### src/rtl/dbgbit_pkg.sv
package dbgbit_pkg;

  typedef enum logic [2:0] {
    ST_IDLE   = 3'd0,
    ST_RXWAIT = 3'd1,
    ST_TXREL  = 3'd2,
    ST_TXLOW  = 3'd3,
    ST_PULSE  = 3'd4
  } slot_st_t;

  // Counter width able to hold values 0..maxv.
  function automatic int cnt_width(input int maxv);
    return (maxv < 2) ? 1 : $clog2(maxv + 1);
  endfunction

  // Length in cycles of the first phase of a slot.
  function automatic int phase_len(input logic is_tx, input logic bitv,
                                   input int rx_n, input int tx1_n,
                                   input int tx0_n);
    if (!is_tx) return rx_n;
    return bitv ? tx1_n : tx0_n;
  endfunction

  // State entered when a slot is accepted.
  function automatic slot_st_t first_state(input logic is_tx, input logic bitv);
    if (!is_tx) return ST_RXWAIT;
    return bitv ? ST_TXREL : ST_TXLOW;
  endfunction

  function automatic int max3(input int a, input int b, input int c);
    int m;
    m = (a > b) ? a : b;
    return (m > c) ? m : c;
  endfunction

endpackage

### src/rtl/dbgbit_sync.sv
module dbgbit_sync #(
  parameter int STAGES = 2
) (
  input  logic clk,
  input  logic rst_n,
  input  logic pin_in,
  output logic pin_s,
  output logic fall
);
  logic [STAGES-1:0] sh_q;
  logic              prev_q;

  // Line idles high, so the flops reset to 1 to avoid a spurious edge.
  always_ff @(posedge clk or negedge rst_n) begin
    if (!rst_n) begin
      sh_q   <= '1;
      prev_q <= 1'b1;
    end else begin
      sh_q   <= {sh_q[STAGES-2:0], pin_in};
      prev_q <= sh_q[STAGES-1];
    end
  end

  assign pin_s = sh_q[STAGES-1];
  assign fall  = prev_q & ~pin_s;

  p_fall_isolated_r2: assert property (@(posedge clk) disable iff (!rst_n)
    fall |=> !fall);
endmodule

### src/rtl/dbgbit_timer.sv
module dbgbit_timer #(
  parameter int CW = 4
) (
  input  logic          clk,
  input  logic          rst_n,
  input  logic          load,
  input  logic [CW-1:0] load_val,
  output logic          zero
);
  logic [CW-1:0] cnt_q;

  always_ff @(posedge clk or negedge rst_n) begin
    if (!rst_n)            cnt_q <= '0;
    else if (load)         cnt_q <= load_val;
    else if (cnt_q != '0)  cnt_q <= cnt_q - 1'b1;
  end

  assign zero = (cnt_q == '0);
endmodule

### src/rtl/dbgbit_ctrl.sv
module dbgbit_ctrl
  import dbgbit_pkg::*;
#(
  parameter int RX_N  = 12,
  parameter int TX1_N = 6,
  parameter int TX0_N = 9,
  parameter int CW    = 4
) (
  input  logic          clk,
  input  logic          rst_n,
  input  logic          fall,
  input  logic          pin_s,
  input  logic          mode_tx,
  input  logic          tx_bit,
  input  logic          tmr_zero,
  output logic          tmr_load,
  output logic [CW-1:0] tmr_val,
  output logic          slot_start,
  output logic          busy,
  output logic          pin_out,
  output logic          pin_oe,
  output logic          rx_bit,
  output logic          bit_done
);
  slot_st_t state_q;
  logic     rx_q;
  logic     done_q;

  assign busy       = (state_q != ST_IDLE);
  assign slot_start = (state_q == ST_IDLE) && fall;
  assign tmr_load   = slot_start;
  assign tmr_val    = CW'(phase_len(mode_tx, tx_bit, RX_N, TX1_N, TX0_N) - 1);

  always_ff @(posedge clk or negedge rst_n) begin
    if (!rst_n) begin
      state_q <= ST_IDLE;
      rx_q    <= 1'b0;
      done_q  <= 1'b0;
    end else begin
      done_q <= 1'b0;
      unique case (state_q)
        ST_IDLE:   if (fall) state_q <= first_state(mode_tx, tx_bit);
        ST_RXWAIT: if (tmr_zero) begin
                     rx_q    <= pin_s;
                     done_q  <= 1'b1;
                     state_q <= ST_IDLE;
                   end
        ST_TXREL,
        ST_TXLOW:  if (tmr_zero) state_q <= ST_PULSE;
        ST_PULSE:  begin
                     done_q  <= 1'b1;
                     state_q <= ST_IDLE;
                   end
        default:   state_q <= ST_IDLE;
      endcase
    end
  end

  assign pin_oe   = (state_q == ST_TXLOW) || (state_q == ST_PULSE);
  assign pin_out  = (state_q == ST_PULSE);
  assign rx_bit   = rx_q;
  assign bit_done = done_q;

  p_done_after_busy_r6: assert property (@(posedge clk) disable iff (!rst_n)
    bit_done |-> $past(busy));
  p_rx_stable_r5: assert property (@(posedge clk) disable iff (!rst_n)
    !bit_done |-> $stable(rx_bit));
endmodule

### src/rtl/dbgbit_engine.sv
module dbgbit_engine
  import dbgbit_pkg::*;
#(
  parameter int SYNC_STAGES = 2,
  parameter int RX_N        = 12,
  parameter int TX1_N       = 6,
  parameter int TX0_N       = 9
) (
  input  logic clk,
  input  logic rst_n,
  input  logic pin_in,
  input  logic mode_tx,
  input  logic tx_bit,
  output logic pin_out,
  output logic pin_oe,
  output logic rx_bit,
  output logic bit_done
);
  localparam int CW = cnt_width(max3(RX_N, TX1_N, TX0_N));

  logic          pin_s;
  logic          fall;
  logic          tmr_load;
  logic [CW-1:0] tmr_val;
  logic          tmr_zero;
  logic          slot_start;
  logic          busy;

  dbgbit_sync #(.STAGES(SYNC_STAGES)) u_sync (
    .clk(clk), .rst_n(rst_n), .pin_in(pin_in), .pin_s(pin_s), .fall(fall)
  );

  dbgbit_timer #(.CW(CW)) u_timer (
    .clk(clk), .rst_n(rst_n), .load(tmr_load), .load_val(tmr_val),
    .zero(tmr_zero)
  );

  dbgbit_ctrl #(.RX_N(RX_N), .TX1_N(TX1_N), .TX0_N(TX0_N), .CW(CW)) u_ctrl (
    .clk(clk), .rst_n(rst_n), .fall(fall), .pin_s(pin_s),
    .mode_tx(mode_tx), .tx_bit(tx_bit), .tmr_zero(tmr_zero),
    .tmr_load(tmr_load), .tmr_val(tmr_val), .slot_start(slot_start),
    .busy(busy), .pin_out(pin_out), .pin_oe(pin_oe), .rx_bit(rx_bit),
    .bit_done(bit_done)
  );

  // A freshly loaded phase never reports expiry in the next cycle.
  p_load_nonzero_r2: assert property (@(posedge clk) disable iff (!rst_n)
    slot_start |=> !tmr_zero);
  p_pulse_single_r4: assert property (@(posedge clk) disable iff (!rst_n)
    (pin_oe && pin_out) |=> !(pin_oe && pin_out));
  p_low_then_drive_r3: assert property (@(posedge clk) disable iff (!rst_n)
    (pin_oe && !pin_out) |=> pin_oe);
  p_done_single_r6: assert property (@(posedge clk) disable iff (!rst_n)
    bit_done |=> !bit_done);
  p_no_restart_r7: assert property (@(posedge clk) disable iff (!rst_n)
    (busy && fall && !tmr_zero) |=> !slot_start);
endmodule

### config.mk
export PLATFORM = sky130hd
export DESIGN_NAME = dbgbit_engine
export DESIGN_NICKNAME = d
export VERILOG_FILES = /design/src/rtl/dbgbit_pkg.sv /design/src/rtl/dbgbit_sync.sv /design/src/rtl/dbgbit_timer.sv /design/src/rtl/dbgbit_ctrl.sv /design/src/rtl/dbgbit_engine.sv
export SDC_FILE = /design/constraint.sdc
export NUM_CORES = 1
export LEC_CHECK = 0
export BUFFER_PORTS_ARGS = -buffer_cell sky130_fd_sc_hd__buf_2
export CORE_AREA = 2 2 39 41
export CTS_BUF_LIST = sky130_fd_sc_hd__clkbuf_16
export DETAILED_ROUTE_END_ITERATION = 7
export DIE_AREA = 0 0 41 43
export SLEW_MARGIN = 20
export SYNTH_ARGS = -nofsm -noshare
export SYNTH_HDL_FRONTEND = slang
export SYNTH_SLANG_ARGS = --single-unit
### constraint.sdc
create_clock -name clk -period 4.4 [get_ports clk]
set_input_delay 0.66 -clock clk [delete_from_list [all_inputs] [get_ports clk]]
set_output_delay 0.66 -clock clk [all_outputs]
set_load 0.02 [all_outputs]
Yosys cells after proc, flatten, opt, wreduce, memory -nomap -nowiden
Index checks and enable logic that the tools add are counted.
W data, S select, Z words.
{"block": "op_classes", "n_eq_ne": 7, "mux": 16, "n_bitwise": 2, "reduce_logical": 9, "addsub": 2}
{"op": "$mux W4", "n": 4}
{"op": "$mux W3", "n": 5}
{"op": "$pmux W3 S3", "n": 1}
{"op": "$eq A3 B2 Y1 const B", "n": 2}
{"op": "$mux W1", "n": 5}
{"op": "$logic_not A4 Y1", "n": 1}
{"op": "$ne A2 B2 Y1 const B", "n": 2}
{"op": "$reduce_bool A4 Y1", "n": 1}
{"op": "$sub A4 B1 Y4 const B", "n": 1}
{"op": "$sub A4 B2 Y4 const B", "n": 1}
{"op": "$eq A3 B1 Y1 const B", "n": 1}
{"op": "$eq A3 B3 Y1 const B", "n": 1}
{"op": "$logic_not A3 Y1", "n": 1}
{"op": "$reduce_and A3 Y1", "n": 1}
{"op": "$ne A2 B1 Y1 const B", "n": 1}
{"op": "$pmux W1 S2", "n": 1}
{"op": "$reduce_and A2 Y1", "n": 1}
{"op": "$reduce_bool A2 Y1", "n": 1}
{"op": "$reduce_or A2 Y1", "n": 1}
{"op": "$and A1 B1 Y1", "n": 1}
{"op": "$logic_and A1 B1 Y1", "n": 1}
{"op": "$logic_or A1 B1 Y1", "n": 1}
{"op": "$not A1 Y1", "n": 1}
{"block": "word_totals", "out_inout_bits": 4, "ff_bits": 12, "input_bits": 5}

Depth between registers and ports, before layout
Gate-level depths: netlist of the first run.
{"block": "logic_depth", "depth_word": 7, "depth_mapped": 5, "mapped_depth_nobuf": 5}

By module
From an unflattened synthesis of the first run, not the netlist that was laid out.
{"block": "hier_totals", "cells_unflattened": 53, "area_unflattened_um2": 616.8}
{"mod": "dbgbit_ctrl", "area_each_um2": 290.3, "instances": 1, "cells_each": 27}
{"mod": "dbgbit_timer", "area_each_um2": 234.0, "instances": 1, "cells_each": 22}
{"mod": "dbgbit_sync", "area_each_um2": 92.6, "instances": 1, "cells_each": 4}

Least setup slack after synthesis of the first run
Ideal clock, no wire load.
{"block": "synth_path", "path_kind": "register -> output", "start": "reg u_ctrl.state_q[1]", "end": "out pin_oe", "slack_ns": 2.391, "path_buffers": 0, "arrival_time_ns": 1.349, "path_stages_with_launch": 3, "cell_sequence": "dfrtp_1 -> nor3b_1 -> o21bai_1"}
{"block": "synth_via", "elab_chain_cells": 2}
{"element": "from (decl)", "line_no": "dbgbit_ctrl.sv:25", "source": "slot_st_t state_q;"}
{"element": "from (signal assigned)", "line_no": "dbgbit_ctrl.sv:42", "source": "ST_IDLE: if (fall) state_q <= first_state(mode_tx, tx_bit);"}
{"element": "$eq A3 B3 Y1"}
{"element": "net pin_out", "line_no": "dbgbit_engine.sv:14", "source": "output logic pin_out,"}
{"element": "$logic_or A1 B1 Y1", "line_no": "dbgbit_ctrl.sv:59", "source": "assign pin_oe = (state_q == ST_TXLOW) || (state_q == ST_PULSE);"}
{"element": "to (decl)", "line_no": "dbgbit_engine.sv:15", "source": "output logic pin_oe,"}
The timed path passes the listed nets, and every way through them passes these cells.

Final worst setup path of the first run
{"block": "layout_path", "start": "reg u_ctrl.state_q[1]", "end": "out pin_oe"}
{"block": "layout_via", "elab_chain_cells": 2}
{"element": "$eq A3 B2 Y1 / $eq A3 B3 Y1 (equally long branches)", "line_no": "dbgbit_ctrl.sv:59"}
{"element": "$logic_or A1 B1 Y1 *", "line_no": "dbgbit_ctrl.sv:59"}
Every way passes the cells marked *; elsewhere a longest branch is shown, timed or not.

==> results of run 1 <==
final cells by class:
type                    count  area (sq um)  area share, %
flip-flops and latches     12           304           43.3
repair buffers              8          40.0           5.70
clock buffers               3          75.1           10.7
well taps                  16          20.0           2.85
clock inverters             1          3.75          0.535
multi-input cells          31           244           34.8
inverters                   4          15.0           2.14
sequential cells by signal (all words and copies together), names as in the netlist:
register and count:
u_sync.sh_q 2, u_ctrl.bit_done 1, u_sync.prev_q 1, u_timer.cnt_q 4, u_ctrl.state_q 3, u_ctrl.rx_bit 1
cell usage in the layout (no fill, tap or decap), types with 2 or more instances in the layout:
| cell type | n |
|---|---|
| dfstp_2 | 3 |
| nand2_1 | 3 |
| a21boi_0 | 2 |
| dfrtp_1 | 9 |
| xnor2_1 | 2 |
| nand2b_1 | 2 |
| a21oi_1 | 3 |
| clkbuf_16 | 3 |
| buf_2 | 8 |
| nand3_1 | 2 |
| o21ai_0 | 3 |
| inv_1 | 4 |
metal layers:
| metal | wire length [um] | vias up | share of wire, % |
|---|---|---|---|
| met4 | 29 | 0 | 3.1 |
| met1 | 476 | 171 | 51 |
| li1 | - | 191 | - |
| met2 | 371 | 10 | 40 |
| met3 | 50 | 3 | 5.4 |
| met5 | 0 | - | 0 |
power breakdown:
group          internal, mW  total, mW  switching, mW
clock network         0.119      0.165         0.0458
registers             0.149      0.192         0.0428
logic                0.0757      0.153         0.0772
total                 0.345      0.510          0.166
worst max path at each step:
| stage | startpoint | to | slack [ns] |
|---|---|---|---|
| final | u_ctrl.state_q[1] | pin_oe | 2.49 |
| after global routing | u_ctrl.state_q[1] | pin_oe | 2.42 |
| after CTS | u_ctrl.state_q[1] | pin_oe | 2.48 |
| after detailed placement | u_timer.cnt_q[0] | u_ctrl.rx_bit | 2.72 |
| after global placement | u_ctrl.state_q[1] | pin_oe | 2.76 |
| after floorplan | u_ctrl.state_q[1] | pin_oe | 2.39 |
critical path, delay by kind of cell, from the launching register on:
family / cells / cell delay (ns)
buffers and inverters: 1 / 0.17
AND/OR/NAND/NOR: 1 / 0.26
flip-flops: 1 / 0.45
AO/OA/AOI/OAI: 1 / 0.14
cells by family after synthesis:
kind of cell               Yosys count  share of synthesized area (%)
AOI/OAI and AO/OA                   10                           10.7
xor gates and xnor gates             2                           3.11
adders and majority gates            1                           2.22
buffers and inverters                4                           2.67
DFF                                 12                           54.0
muxes                                2                           4.00
and+or+nand+nor                     16                           23.3
==> impl_metrics.ini, run 1 <==
[run_status]
outcome = finished, final reports clean

[place]
dpl_worst_slack_ns = 2.72
dpl.hpwl_um = 666
io_buffers = 8
place_congestion = 0.754
dpl.cell_count = 71
dpl_cell_area_sq_um = 623

[cts]
clockBufferDepth = 2
cts_tree = built
cts_sinks = 12
numCtsBuffers = 3
post-cts-setup-buffers = 0
cts_htree_levels = 1
ctsResizeCount = 0
cts_hold_buf = 0
root_buffer = clkbuf_16
clk_pin_slew_worst_paths_ns = 0.04
clk_latency_ns = 0.24

[logic_synthesis]
synth_top_cell_by_area = dfrtp_1
ys_ff_latch = 12
yosysSeqAreaShare_pct = 54.0
ys_types = 24
synth.area.top_cells = dfrtp_1 40%, dfstp_2 14%, nor4_4 3.8%
yosysTopAreaCellShare_pct = 40.0
synth_cells = 47
yosys_warnings = 0
synthesis.nets = 53
syn_area_sq_um = 563
avgSynthCellArea_sq_um = 12.0
synth_edf_count = 0
yosysMostFrequentCell = dfrtp_1
synth_top_cells_by_count = 9 x dfrtp_1, 4 x inv_1
ys.flop_type = dfrtp_1
async_reset_ff_share_pct = 100

[sta]
rsz0062_at_grt = false
worst_hold_slack_ns = 0.286
min_period_ns = 1.91
drv_slew = 0
layout_setup_ws_ns = 2.49
finalSetupViolCount = 0
maxSlewHeadroom_pct = 77.5
skew_ns = 0.00379
max_freq_ghz = 0.524
tns_ns = 0
tightest_slew_ns = 0.337
timing.final.crit_share_pct = 43.4
hold_viol = 0

[grt]
met3_usage_pct = 4.71
grt_use_total_pct = 13.8
antenna_found_initial = 0
grt_pass1_vias = 352
use_met2_pct = 17.5
top_usage_layer = met1
met1_usage_pct = 18.8
grt_max_degree = 13
overflow = 0
grt_pass1_wl_mm = 1.52

[worst_setup_path]
crit_required_ns = 3.74
cp_cell_sequence = nor3b_1 > o21bai_1 > buf_2
end_kind = output pin
worstPathArrival_ns = 1.25
slowest_delay_ns = 0.45
criticalPathCategory = flop to output pin
worstRegToRegCells = 5
r2r-start = u_timer.cnt_q[0]
reg2reg_slack_ns = 2.72
critPathLaunchType = flop
cp_max_fo = 5
crit_path_top_delay_cell = dfrtp_1
r2r_end = u_ctrl.rx_bit

[finish]
areaGrowthSynthToFinish_pct = 24.7
antenna_cells = 0
final_cells = 75
final_nets = 66
drive_gt1_share_pct = 30.5
stdcell_area_sq_um = 702
fillCellCount = 124
final_util_pct = 50.7

[power_and_ir_drop]
power.total_mw = 0.510
irDropWorstVdd_mv = 0.344
power.density_nw_per_um2 = 727
power_leakage_nw = 0.323

[detailed_routing]
dr.pass1.iters = 4
drt-vias-per-instance = 5.00
vias = 375
drtIter0Drc = 3
detail_route.wl_per_cell_um = 12.4
routed_wl_um = 929
ant_nets = 0
drc = 0

[die]
core_sq_um = 1380
die_w_um = 41
die_h_um = 43
initial_core_util_pct = 40.7
fp.dieArea_sq_um = 1760
rows = 14
pin_count = 9

[hold_path]
hold_path.class = primary input to async pin

[run]
maxCapViolCount = 0
No activity file was read; power rests on OpenSTA's default activity.
==> run 2: changes to the inputs <==
- clock period: 4.4 -> 1.56 ns (I/O delays scaled with it)
==> impl_metrics.ini, run 2 (synthesis results as in run 1) <==
[place]
io_buffers = 8
place_congestion = 0.809
dpl.hpwl_um = 765
dpl.cell_count = 72

[detailed_routing]
routed_wl_mm = 1.10
drt-vias-per-instance = 5.14
ant_nets = 0
drc = 0
detail_route.wl_per_cell_um = 13.6
vias = 416
drtIter0Drc = 7
dr.pass1.iters = 4

[sta]
max_freq_ghz = 0.664
drv_slew = 0
maxSlewHeadroom_pct = 80.0
min_period_ns = 1.51
finalSetupViolCount = 0
hold_viol = 0
worst_hold_slack_ns = 0.0972
skew_ns = 0.00811
rsz0062_at_grt = true
timing.final.crit_share_pct = 96.5
tightest_slew_ns = 0.297

[worst_setup_path]
worstRegToRegCells = 5
worstPathArrival_ns = 1.62
cp_max_fo = 4
crit_required_ns = 1.68
r2r_end = u_ctrl.rx_bit
r2r-start = u_timer.cnt_q[0]
reg2reg_slack_ns = 0.05
criticalPathCategory = flop to flop
critPathLaunchType = flop
end_kind = flop

[cts]
cts_sinks = 12
root_buffer = clkbuf_16
cts_tree = built
cts_htree_levels = 1
clk_latency_ns = 0.24
clockBufferDepth = 2
numCtsBuffers = 3
clk_pin_slew_worst_paths_ns = 0.05

[die]
die_w_um = 41
die_h_um = 43
initial_core_util_pct = 40.7
pin_count = 9
core_sq_um = 1380
rows = 14
fp.dieArea_sq_um = 1760

[hold_path]
hold_path_end = u_sync.sh_q[0]
hold_path.class = primary input to flop
hold_depth = 1
min-delay-start = pin_in

[power_and_ir_drop]
switching_share_pct = 33.2
power.density_nw_per_um2 = 2060
p_int_mw = 1.06
p_sw_mw = 0.527
p_clk_share_pct = 29.8
pwr-share-seq_pct = 34.9
p_comb_share_pct = 35.3
power_leakage_nw = 0.354
irDropWorstVdd_mv = 0.830

[finish]
layout_commonest_cell = dfrtp_1
areaGrowthSynthToFinish_pct = 36.9
final_nets = 72
drive_gt1_share_pct = 43.1
regMostFlops = u_timer.cnt_q
antenna_cells = 0
largest_reg_flops = 4
top_regs = u_timer.cnt_q x4, u_ctrl.state_q x3, u_sync.sh_q x2
fillCellCount = 114
final_cells = 81
seq_area_sq_um = 304
multi_input_area_sq_um = 265
mostFrequentLayoutCells = 9 x dfrtp_1, 8 x buf_2, 5 x buf_4

[grt]
overflow = 0
antenna_found_initial = 0
grt_pass1_vias = 392
grt_use_total_pct = 16.9
grt_max_degree = 13
grt_pass1_wl_mm = 1.89

[run]
maxCapViolCount = 0

[run_status]
outcome = finished, final reports clean
==> run 2: critical path, stage by stage (launching register included) <==
cell	delay, ns
dfrtp_1	0.38
inv_2	0.08
ha_4	0.13
nor3b_4	0.23
nor3b_2	0.23
mux2_4	0.32
==> run 2: cell type report <==
type	instances	area share, %
flip-flops and latches	12	39.4
multi-input cells	31	34.4
repair buffers	14	11.4
clock buffers	3	9.74
well taps	16	2.60
inverters	4	1.95
clock inverters	1	0.487
==> run 2: repair_timing <==
action | 4_1_cts | 5_1_grt
resized for setup | 2 | 3
hold endpoints to repair | 9 | 0
setup buffers | 2 | 2
hold buffers | 1 | 0
pin swaps | 0 | 1
endpoints found under the setup margin | 2 | 3
==> run 2: how the worst max path moves through the flow <==
stage,slack [ns],start,end,depth (start not counted)
global placement,0.04,u_timer.cnt_q[0],u_ctrl.rx_bit,5
detailed placement,-0.04,u_timer.cnt_q[0],u_ctrl.rx_bit,5
floorplan,0.03,u_timer.cnt_q[0],u_ctrl.rx_bit,5
CTS,0.02,u_timer.cnt_q[0],u_ctrl.rx_bit,5
finish,0.05,u_timer.cnt_q[0],u_ctrl.rx_bit,5
global route,-0.006,u_timer.cnt_q[0],u_ctrl.rx_bit,5
==> run 2: through the flow <==
step	power, mW	TNS [ns]	setup WS, ns	cell area, sq um	util (%)
5_1_grt	1.70	-0.00641	-0.00641	771	55.7
3_3_place_gp	1.00	0	0.0397	636	45.9
6_report	1.59	0	0.0542	771	55.7
3_5_place_dp	1.01	-0.0372	-0.0372	636	45.9
2_1_floorplan	0.874	0	0.0268	568	-
4_1_cts	1.52	0	0.0171	742	53.6
==> run 2: metal layers <==
layer | part of all wire, % | track usage [%] | vias up
met2 | 47 | 22.5 | 10
met5 | 0 | 0 | -
met1 | 46 | 22.6 | 198
met4 | 3.1 | 12.0 | 0
li1 | - | - | 204
met3 | 4.3 | 4.71 | 4
==> run 2: power by group through the flow <==
stage	Combinational, mW	Sequential [mW]	Clock (mW)
finish	0.560	0.555	0.473
global placement	0.450	0.549	0
detailed placement	0.454	0.552	0
global route	0.632	0.573	0.495
floorplan	0.325	0.549	0
CTS	0.488	0.551	0.477
